[config.mk]
export PLATFORM = sky130hd
export DESIGN_NAME = dsel_sram
export DESIGN_NICKNAME = d
export VERILOG_FILES = /design/src/rtl/dsel_sram_pkg.sv /design/src/rtl/dsel_mode_dec.sv /design/src/rtl/dsel_array.sv /design/src/rtl/dsel_out_stage.sv /design/src/rtl/dsel_sram.sv
export SDC_FILE = /design/constraint.sdc
export NUM_CORES = 1
export LEC_CHECK = 0
export BUFFER_PORTS_ARGS = -buffer_cell sky130_fd_sc_hd__buf_4
export CAP_MARGIN = 25
export CORE_MARGIN = 3
export CORE_UTILIZATION = 30
export CTS_CLUSTER_DIAMETER = 80
export DETAILED_ROUTE_END_ITERATION = 10
export PLACE_DENSITY_LB_ADDON = 0.1
export SETUP_SLACK_MARGIN = 0.1
export SYNTH_ARGS = -nofsm -noshare
export SYNTH_HDL_FRONTEND = slang
export SYNTH_SLANG_ARGS = --single-unit
[constraint.sdc]
create_clock -name clk -period 5.4 [get_ports clk]
set_clock_uncertainty 0.15 [all_clocks]
set_input_delay 1.08 -clock clk [delete_from_list [all_inputs] [get_ports clk]]
set_output_delay 1.08 -clock clk [all_outputs]
set_load 0.01 [all_outputs]
[src/rtl/dsel_sram_pkg.sv]
package dsel_sram_pkg;
  typedef enum logic [1:0] {
    MD_IDLE  = 2'd0,
    MD_READ  = 2'd1,
    MD_WRITE = 2'd2
  } acc_mode_t;
endpackage

[src/rtl/dsel_mode_dec.sv]
module dsel_mode_dec
  import dsel_sram_pkg::*;
(
  input  logic      rst,
  input  logic      sel_n,
  input  logic      sel,
  input  logic      out_off,
  input  logic      wr_n,
  output acc_mode_t mode,
  output logic      commit,
  output logic      drive
);
  logic picked;

  assign picked = !sel_n && sel && !rst;

  always_comb begin
    if (!picked)   mode = MD_IDLE;
    else if (wr_n) mode = MD_READ;
    else           mode = MD_WRITE;
  end

  // the output disable never blocks a write, only the drive
  assign commit = (mode == MD_WRITE);
  assign drive  = (mode != MD_IDLE) && !out_off;
endmodule

[src/rtl/dsel_array.sv]
module dsel_array #(
  parameter int ADDR_W = 8,
  parameter int DATA_W = 4
) (
  input  logic              clk,
  input  logic              we,
  input  logic [ADDR_W-1:0] addr,
  input  logic [DATA_W-1:0] wdata,
  output logic [DATA_W-1:0] rdata
);
  localparam int DEPTH = 1 << ADDR_W;

  logic [DATA_W-1:0] words [DEPTH];

  always_ff @(posedge clk) begin
    if (we) words[addr] <= wdata;
  end

  assign rdata = words[addr];
endmodule

[src/rtl/dsel_out_stage.sv]
module dsel_out_stage
  import dsel_sram_pkg::*;
#(
  parameter int DATA_W = 4
) (
  input  acc_mode_t         mode,
  input  logic              drive,
  input  logic [DATA_W-1:0] rdata,
  input  logic [DATA_W-1:0] wdata,
  output logic [DATA_W-1:0] dout,
  output logic [DATA_W-1:0] dout_en
);
  logic [DATA_W-1:0] src;

  assign src = (mode == MD_WRITE) ? wdata : rdata;

  for (genvar b = 0; b < DATA_W; b++) begin : g_lane
    assign dout_en[b] = drive;
    assign dout[b]    = drive & src[b];
  end
endmodule

[src/rtl/dsel_sram.sv]
module dsel_sram
  import dsel_sram_pkg::*;
#(
  parameter int ADDR_W = 8,
  parameter int DATA_W = 4
) (
  input  logic              clk,
  input  logic              rst,
  input  logic              sel_n,
  input  logic              sel,
  input  logic              out_off,
  input  logic              wr_n,
  input  logic [ADDR_W-1:0] addr,
  input  logic [DATA_W-1:0] din,
  output logic [DATA_W-1:0] dout,
  output logic [DATA_W-1:0] dout_en
);
  acc_mode_t         mode;
  logic              commit;
  logic              drive;
  logic [DATA_W-1:0] rdata;

  dsel_mode_dec u_dec (
    .rst(rst), .sel_n(sel_n), .sel(sel), .out_off(out_off), .wr_n(wr_n),
    .mode(mode), .commit(commit), .drive(drive)
  );

  dsel_array #(.ADDR_W(ADDR_W), .DATA_W(DATA_W)) u_arr (
    .clk(clk), .we(commit), .addr(addr), .wdata(din), .rdata(rdata)
  );

  dsel_out_stage #(.DATA_W(DATA_W)) u_out (
    .mode(mode), .drive(drive), .rdata(rdata), .wdata(din),
    .dout(dout), .dout_en(dout_en)
  );
endmodule

* Word level (Yosys, flattened, before mapping)
Memory sizes are Yosys's and may differ from the RTL's. Cells that the tools add are included.
Word-level totals: flip-flop bits (word level) 0, RAM bits 1024, input port bits 18, output and inout port bits 8, memories kept 1
Memory list:
- u_arr.words | depth 256, width 4, read ports 1, clocked after memory_dff 0, wr ports 1, RTL line dsel_array.sv:13 | logic [DATA_W-1:0] words [DEPTH];
Cells by class: equality and inequality tests 1, multiplexer cells 5, bitwise gates (word level) 4, reductions and logical operators 7
Operators by type and width (count):
- bitwise AND 1 bit | 4
- 2-to-1 mux 2 bit | 2
- 2-to-1 mux 4 bit | 1
- logical AND 1 bit | 3
- zero test 1 bit | 3
- equality test 2 bit, second input constant | 1
- 2-to-1 mux 1 bit | 2
- nonzero test 2 bit | 1

* Logic depth before layout (Yosys ltp)
Gate-level depths: netlist of the first run.
depth in word-level cells 7, depth in mapped cells 12, depth with buffers taken out 7

* Hierarchy
From an unflattened synthesis of the first run, not the netlist that was laid out.
Second synthesis, totals: cell total of the unflattened synthesis 1979, area total of the unflattened synthesis 40074.7 µm²
By module, submodules not included:
- dsel_array | instances 1, cells an instance 1956, area an instance 39922.0 µm², seq. area each 30749.5 µm²
- dsel_out_stage | instances 1, cells an instance 19, area an instance 115.1 µm², seq. area each 0.0 µm²
- dsel_mode_dec | instances 1, cells an instance 4, area an instance 37.5 µm², seq. area each 0.0 µm²

* Least setup slack after synthesis of the first run
No wires, ideal clock.
path type input to output, start point input addr[0], end point output dout[0], arrival time 3.069 ns, required time 4.170 ns, slack 1.101 ns, stages 10, buffers on the path 5, cell sequence buf_6 buf_6 buf_6 buf_6 buf_6 mux4_2 a221oi_1 a31oi_1 o311ai_1 nand3_1
On the way: cells in the longest elaborated chain, start to end 3
Ends and longest elaborated chain:
- from (decl) | RTL line dsel_sram.sv:13 | input logic [ADDR_W-1:0] addr,
- memory read (256 x 4 bit)
- 2-to-1 mux 4 bit | RTL line dsel_out_stage.sv:15 | assign src = (mode == MD_WRITE) ? wdata : rdata;
- bitwise AND 1 bit | RTL line dsel_out_stage.sv:19 | assign dout[b] = drive & src[b];
- to (decl) | RTL line dsel_sram.sv:15 | output logic [DATA_W-1:0] dout,
Every way passes these cells.

* Worst setup path in the final report of the first run
start point input addr[3], end point output dout[0]
The elaborated chain is that of the path after synthesis.

==> flow_summary_export.csv, run 1 <==
group,metric,value,unit
route,remaining_drc_errors,0,
critical_path,setup.worst_path.end_class,"output port",
sta,fmaxAchievable,0.196,GHz
grt,first_pass_grt_wire_length,170000,um
critical_path,critPathSlowestCell,"sky130_fd_sc_hd__and2_1",
layout,top_register,"u_arr.words",
die,floorplan.initialDensity,30.3,%
placement,gp_routability_congestion,0.798,
sta,totalNegativeSetupSlack,0,ps
critical_path,timing.critical_path.arrival,3870,ps
yosys,postSynthRegisterBits,1024,
yosys,synthTopCellsByArea,"sky130_fd_sc_hd__edfxtp_1, sky130_fd_sc_hd__mux4_2, sky130_fd_sc_hd__nor2_1, sky130_fd_sc_hd__mux2i_1, sky130_fd_sc_hd__nand2_1",
layout,finalInstanceArea,47500,um^2
yosys,fraction_of_registers_with_async_set_reset,0,%
layout,layout.nets,2198,
grt,global_route.usage.total,17.0,%
critical_path,criticalPathCategory,"input pin to output port",
grt,first_global_vias,21700,
layout,largest_registers,"u_arr.words: 1024 flops",
yosys,total_of_warnings_raised_by_yosys,0,
clock_tree,post_cts_hold_buffer_count,0,
status,outcome,"finished clean",
critical_path,worstPathCellList,"buf_4, and2_1, nand2_1, o21ai_0, buf_4, a221oi_1, buf_4, a221oi_1, or3_1, nand3_1, buf_4",
clock_tree,cts.root.buffer_cell,"sky130_fd_sc_hd__clkbuf_16",
placement,dp_cells,3831,
yosys,synthFlopType,"sky130_fd_sc_hd__edfxtp_1",
route,firstDrtPassIters,6,
route,postRouteWirelength,119000,um
sta,grt_setup_unrepaired,"no",
pwr,power_per_standard_cell_area,370,nW/um^2
clock_tree,ctsHtreeMaxLevel,3,
layout,drive_above_1_share,26.8,%
grt,grt_max_degree,145,
yosys,count_of_flip_flops_with_a_built_in_enable_after_synthesis,1024,
pwr,vdd_ir_drop_max,303,uV
layout,num_antenna_cells,0,
critical_path,critical-path-max-stage-delay,650,ps
sta,finalWorstSetupSlack,296,ps
route,route.detailed.vias_per_inst,5.06,
die,die_area,140000,um^2
die,area_of_the_placeable_core,134000,um^2
die,io_pins,26,
clock_tree,cts.path.max_buffers,3,
layout,largest_register_ffs,1024,
yosys,syn-mean-instance-area,20.0,um^2
sta,timing.max_slew.rel_slack,24.0,%
placement,buffer_ports.inserted,25,
sta,number_of_failing_hold_endpoints_at_the_final_stage,0,
placement,pre_cts_ws,100,ps
yosys,summed_instance_area_of_the_synthesized_netlist,40600,um^2
critical_path,crit_path_max_fanout,16,
placement,placed_cell_area,43600,um^2
sta,finalSetupViolations,0,
yosys,synth.distinct_cells,44,
sta,min_period_over_period,94.5,%
clock_tree,path_clk_slew,60,ps
critical_path,cp_data_required_time,4170,ps
pwr,report.power.total,17.6,mW
critical_path,critical-path-top-cell-by-count,"sky130_fd_sc_hd__buf_4",
die,fp-row-count,134,
yosys,synth_area_leader_cell,"sky130_fd_sc_hd__edfxtp_1",
route,ant_nets,0,
die,chipWidth,374,um
route,dr_total_vias,20500,
die,die_height,374,um
run,max_cap_viols,0,
worst_hold_path,worst_hold_path_type,"input pin to flip-flop",
grt,globalRouteOverflowTotal,0,
clock_tree,cts_made_buffers,115,
route,drt-initial-drc-count,1901,
grt,grt_antenna_before_repair,8,
yosys,sequential_fraction_of_the_synthesis_area,75.7,%
route,detail_route.wl_per_cell,29.4,um
placement,half_perimeter_wire_length_after_placement,77100,um
clock_tree,clock_sink_count,1024,
yosys,synth_top_area_share,75.7,%
sta,total_count_of_max_transition_violations_in_the_final_report,0,
sta,timing.final.crit_period,5100,ps
pwr,leakage,14.7,nW
layout,area.growth.synth_to_final,16.9,%
layout,final-instance-count-excl-fill,4047,
critical_path,timing.critical_path.from_type,"input pin",
yosys,synth.net_count,2050,
yosys,synthesis.instances,2032,
sta,timing_worst_slew_pin_value,1130,ps
clock_tree,cts_tree,"yes",
-- cells by family (layout without fill, tap and decap cells) --
kind of cell / Yosys count / after routing / share of synthesized area [%]
DFF: 1024 / 1024 / 75.7
and+or+nand+nor: 433 / 433 / 4.35
muxes: 324 / 324 / 15.9
buffers and inverters: 133 / 380 / 1.94
AOI/OAI and AO/OA: 118 / 118 / 2.09
-- final timing paths --
path | slack (ps) | cells past startpoint | from | endpoint
min | 680 | 1 | din[2] | u_arr.words[67][2]
max | 300 | 11 | addr[3] | dout[0]
-- placed cells by master, fill, tap and decap left out, drive strengths merged, types with 8 or more instances in the layout --
master | Yosys | layout
bufinv | 0 | 15
a21oi | 18 | 18
nor2 | 285 | 285
nor2b | 12 | 12
clkinvlp | 0 | 12
nand2 | 83 | 83
mux4 | 256 | 256
edfxtp | 1024 | 1024
o22ai | 17 | 17
clkbuf | 49 | 136
and3 | 9 | 9
mux2i | 60 | 60
nand3 | 15 | 15
buf | 82 | 158
nor4 | 11 | 11
mux2 | 8 | 8
a22oi | 25 | 25
a221oi | 8 | 8
clkinv | 0 | 54
o21ai | 13 | 13
-- synth_stat cells, types with 10 or more instances --
master                     count
sky130_fd_sc_hd__edfxtp_1   1024
sky130_fd_sc_hd__nor2_1      285
sky130_fd_sc_hd__mux4_2      252
sky130_fd_sc_hd__nand2_1      83
sky130_fd_sc_hd__mux2i_1      60
sky130_fd_sc_hd__clkbuf_1     49
sky130_fd_sc_hd__buf_4        34
sky130_fd_sc_hd__buf_2        27
sky130_fd_sc_hd__a22oi_1      25
sky130_fd_sc_hd__a21oi_1      18
sky130_fd_sc_hd__buf_6        17
sky130_fd_sc_hd__o22ai_1      17
sky130_fd_sc_hd__nand3_1      15
sky130_fd_sc_hd__nor2b_1      12
sky130_fd_sc_hd__nor4_1       11
sky130_fd_sc_hd__o21ai_0      10
-- stage by stage --
step / hold WS, ps / utilization, %
after floorplan: 1030 / -
after global placement: 1430 / 32.6
after detailed placement: 1440 / 32.6
after CTS: 638 / 35.4
after global routing: 665 / 35.4
final: 678 / 35.4
-- cell type report --
type	instances	area (um^2)
Timing Repair Buffer	162	1570
Clock buffer	132	2960
Fill cell	12400	86500
Clock inverter	84	871
Tap cell	1768	2210
Sequential cell	1024	30700
Multi-Input combinational cell	875	9110
Inverter	2	7.51
-- layer usage --
layer  vias to the layer above  global-route usage (%)  share of wire, %
met2                       598                    27.1                48
met1                     11100                    24.5                45
li1                       8606                       -                 -
met3                       124                    2.83               5.3
met4                         2                    4.08               1.7
met5                         -                       0             0.011
-- report_power, final --
group / internal (mW) / leakage (nW) / total (mW) / switching [mW]
Clock: 4.66 / 1.85 / 7.92 / 3.26
Sequential: 8.75 / 9.20 / 8.75 / 0.000649
Combinational: 0.327 / 3.61 / 0.893 / 0.567
Total: 13.7 / 14.7 / 17.6 / 3.83
-- worst max-delay path, delay by kind of cell --
kind	cells	cell delay, ps
AO/OA/AOI/OAI	3	790
buffers and inverters	4	890
AND/OR/NAND/NOR	4	1080
-- repair_timing --
| action | CTS | global route |
|---|---|---|
| gates resized for setup | 1 | 2 |
| buffers inserted | 0 | 0 |
| endpoints found under the setup margin | 1 | 3 |
Note: power is estimated with default switching activity, not from simulation.
==> inputs of run 2 (changes only) <==
==> constraint.sdc (replaced) <==
create_clock -name clk -period 5.4 [get_ports clk]
set_clock_uncertainty 0.15 [all_clocks]
set_input_delay 0.54 -clock clk [delete_from_list [all_inputs] [get_ports clk]]
set_output_delay 0.54 -clock clk [all_outputs]
set_load 0.01 [all_outputs]
==> run 2 against run 1 <==
Effect of this change: non-clock buffer count is 64 lower; critical endpoint is now dout[1]; cell count is 1.8% lower; core utilization is 0.58 points lower; total power is 1.7% lower; die area stayed put; routed wire length is 1.7% lower; first-iteration DRC count is 4.5% higher; via count is 1.5% lower.
==> flow_summary_export.csv, run 2 (synthesis gave the netlist of run 1 again) <==
group,metric,value,unit
run,max_cap_viols,0,
sta,total_count_of_max_transition_violations_in_the_final_report,0,
pwr,leakage,14.2,nW
clock_tree,clock_sink_count,1024,
layout,n_fill_cell,12400,
critical_path,worstPathCellList,"buf_8, buf_4, mux4_2, a22oi_1, nand2_1, a21oi_1, nor2_1, o41a_1, o31a_1, buf_4",
critical_path,critical-path-top-cell-by-count,"sky130_fd_sc_hd__buf_4",
layout,layout.nets,2132,
sta,fmaxAchievable,0.217,GHz
worst_hold_path,worstHoldPathCells,1,
clock_tree,cts_setup_buffers,0,
route,ant_nets,0,
critical_path,timing.critical_path.arrival,3910,ps
critical_path,critical-path-max-stage-delay,540,ps
sta,timing_worst_slew_pin_value,983,ps
sta,number_of_failing_hold_endpoints_at_the_final_stage,0,
sta,timing.final.crit_period,4600,ps
pwr,vdd_ir_drop_max,243,uV
layout,commonest_cells_after_routing_fill_and_taps_aside,"sky130_fd_sc_hd__edfxtp_1, sky130_fd_sc_hd__nor2_1, sky130_fd_sc_hd__mux4_2",
sta,totalNegativeSetupSlack,0,ps
layout,top_register,"u_arr.words",
die,io_pins,26,
critical_path,timing.critical_path.from_type,"input pin",
layout,finalCoreUtilization,34.9,%
route,dr_total_vias,20200,
die,floorplan.initialDensity,30.3,%
sta,min_period_over_period,85.2,%
placement,buffer_ports.inserted,25,
critical_path,startpoint,"addr[0]",
route,postRouteWirelength,117000,um
placement,gp_routability_congestion,0.770,
critical_path,setup.worst_path.end_class,"output port",
critical_path,criticalPathCategory,"input pin to output port",
clock_tree,cts.path.max_buffers,3,
die,area_of_the_placeable_core,134000,um^2
sta,finalSetupViolations,0,
clock_tree,ctsHtreeMaxLevel,3,
layout,multi_input_comb_area,9110,um^2
layout,drive_above_1_share,24.3,%
critical_path,timing.critical_path.buf_inv,3,
placement,half_perimeter_wire_length_after_placement,73000,um
die,die_area,140000,um^2
critical_path,path_delay_family,"compound AO/OA/AOI/OAI gates",
grt,globalRouteOverflowTotal,0,
sta,timing.max_slew.rel_slack,34.4,%
grt,grt_max_degree,169,
clock_tree,cts.root.buffer_cell,"sky130_fd_sc_hd__clkbuf_16",
grt,first_global_vias,21500,
worst_hold_path,hold-path-endpoint,"u_arr.words[168][2]",
sta,grt_setup_unrepaired,"no",
worst_hold_path,worst_hold_path_type,"input pin to flip-flop",
clock_tree,path_clk_slew,60,ps
route,remaining_drc_errors,0,
clock_tree,cts_repair_resize_count,0,
route,firstDrtPassIters,6,
route,route.detailed.vias_per_inst,5.07,
grt,grt_antenna_before_repair,5,
route,drt-initial-drc-count,1987,
route,detail_route.wl_per_cell,29.4,um
grt,first_pass_grt_wire_length,167000,um
pwr,power_per_standard_cell_area,369,nW/um^2
critical_path,cp_data_required_time,4710,ps
worst_hold_path,worst_hold_startpoint,"din[2]",
clock_tree,cts_made_buffers,113,
layout,largest_register_ffs,1024,
layout,seq_area,30700,um^2
critical_path,critPathSlowestCell,"sky130_fd_sc_hd__mux4_2",
layout,area.growth.synth_to_final,15.0,%
layout,largest_registers,"u_arr.words: 1024 flops",
layout,layout_commonest_cell,"sky130_fd_sc_hd__edfxtp_1",
die,fp-row-count,134,
grt,global_route.usage.total,16.7,%
critical_path,crit_path_max_fanout,45,
status,outcome,"finished clean",
clock_tree,cts_tree,"yes",
die,chipWidth,374,um
die,die_height,374,um
run 2: changes by cell type in the layout (fill, tap and decap cells not counted), moves of 3 or more:
cell                         previous run  this run
sky130_fd_sc_hd__clkinv_1              24        19
sky130_fd_sc_hd__clkinvlp_4            12         8
sky130_fd_sc_hd__buf_4                131        73
sky130_fd_sc_hd__clkbuf_1              16        20
sky130_fd_sc_hd__buf_12                26        14
sky130_fd_sc_hd__diode_2                0         3
run 2: routing by layer:
metal  global-route usage, %  vias to the layer above  wire [um]
li1                        -                     8473          -
met1                    23.1                    10900      51600
met2                    25.8                      628      54100
met3                    4.48                      161       8190
met4                    5.03                        4       2840
met5                   0.755                        -        162
run 2: worst max path at each step:
stage / endpoint / depth (start not counted)
after floorplan: dout[0] / 10
after global placement: dout[1] / 10
after global routing: dout[1] / 10
after CTS: dout[1] / 10
after detailed placement: dout[1] / 10
final: dout[1] / 10
run 2: where the power goes:
part / internal [mW] / switching, mW
Sequential: 8.75 / 0.000628
Combinational: 0.286 / 0.556
Clock: 4.50 / 3.17
Total: 13.5 / 3.72
run 2: per-stage QoR:
| step | power (mW) | worst slack (ps) | hold WS (ps) | instance area [um^2] | instances |
|---|---|---|---|---|---|
| floorplan | 9.35 | 2180 | 489 | 40600 | 2032 |
| global placement | 9.77 | 815 | 745 | 43000 | 3763 |
| detailed placement | 9.77 | 882 | 744 | 43000 | 3763 |
| CTS | 17.5 | 874 | 46.9 | 46700 | 3969 |
| global route | 17.8 | 622 | 65.2 | 46700 | 3972 |
| finish | 17.3 | 800 | 93.1 | 46700 | 3975 |
run 2: repair_timing:
item | CTS | global route
hold buffers | 1 | 0
endpoints found under the hold margin | 3 | 0
setup endpoints to repair | 0 | 0
run 2: area by class of cell:
type                            count  share of cell area, %
Clock inverter                     70                   1.53
Tap cell                         1768                   4.74
Inverter                            2                 0.0161
Sequential cell                  1024                   65.8
Timing Repair Buffer               98                   2.04
Multi-Input combinational cell    875                   19.5
Antenna cell                        3                 0.0161
Clock buffer                      135                   6.32
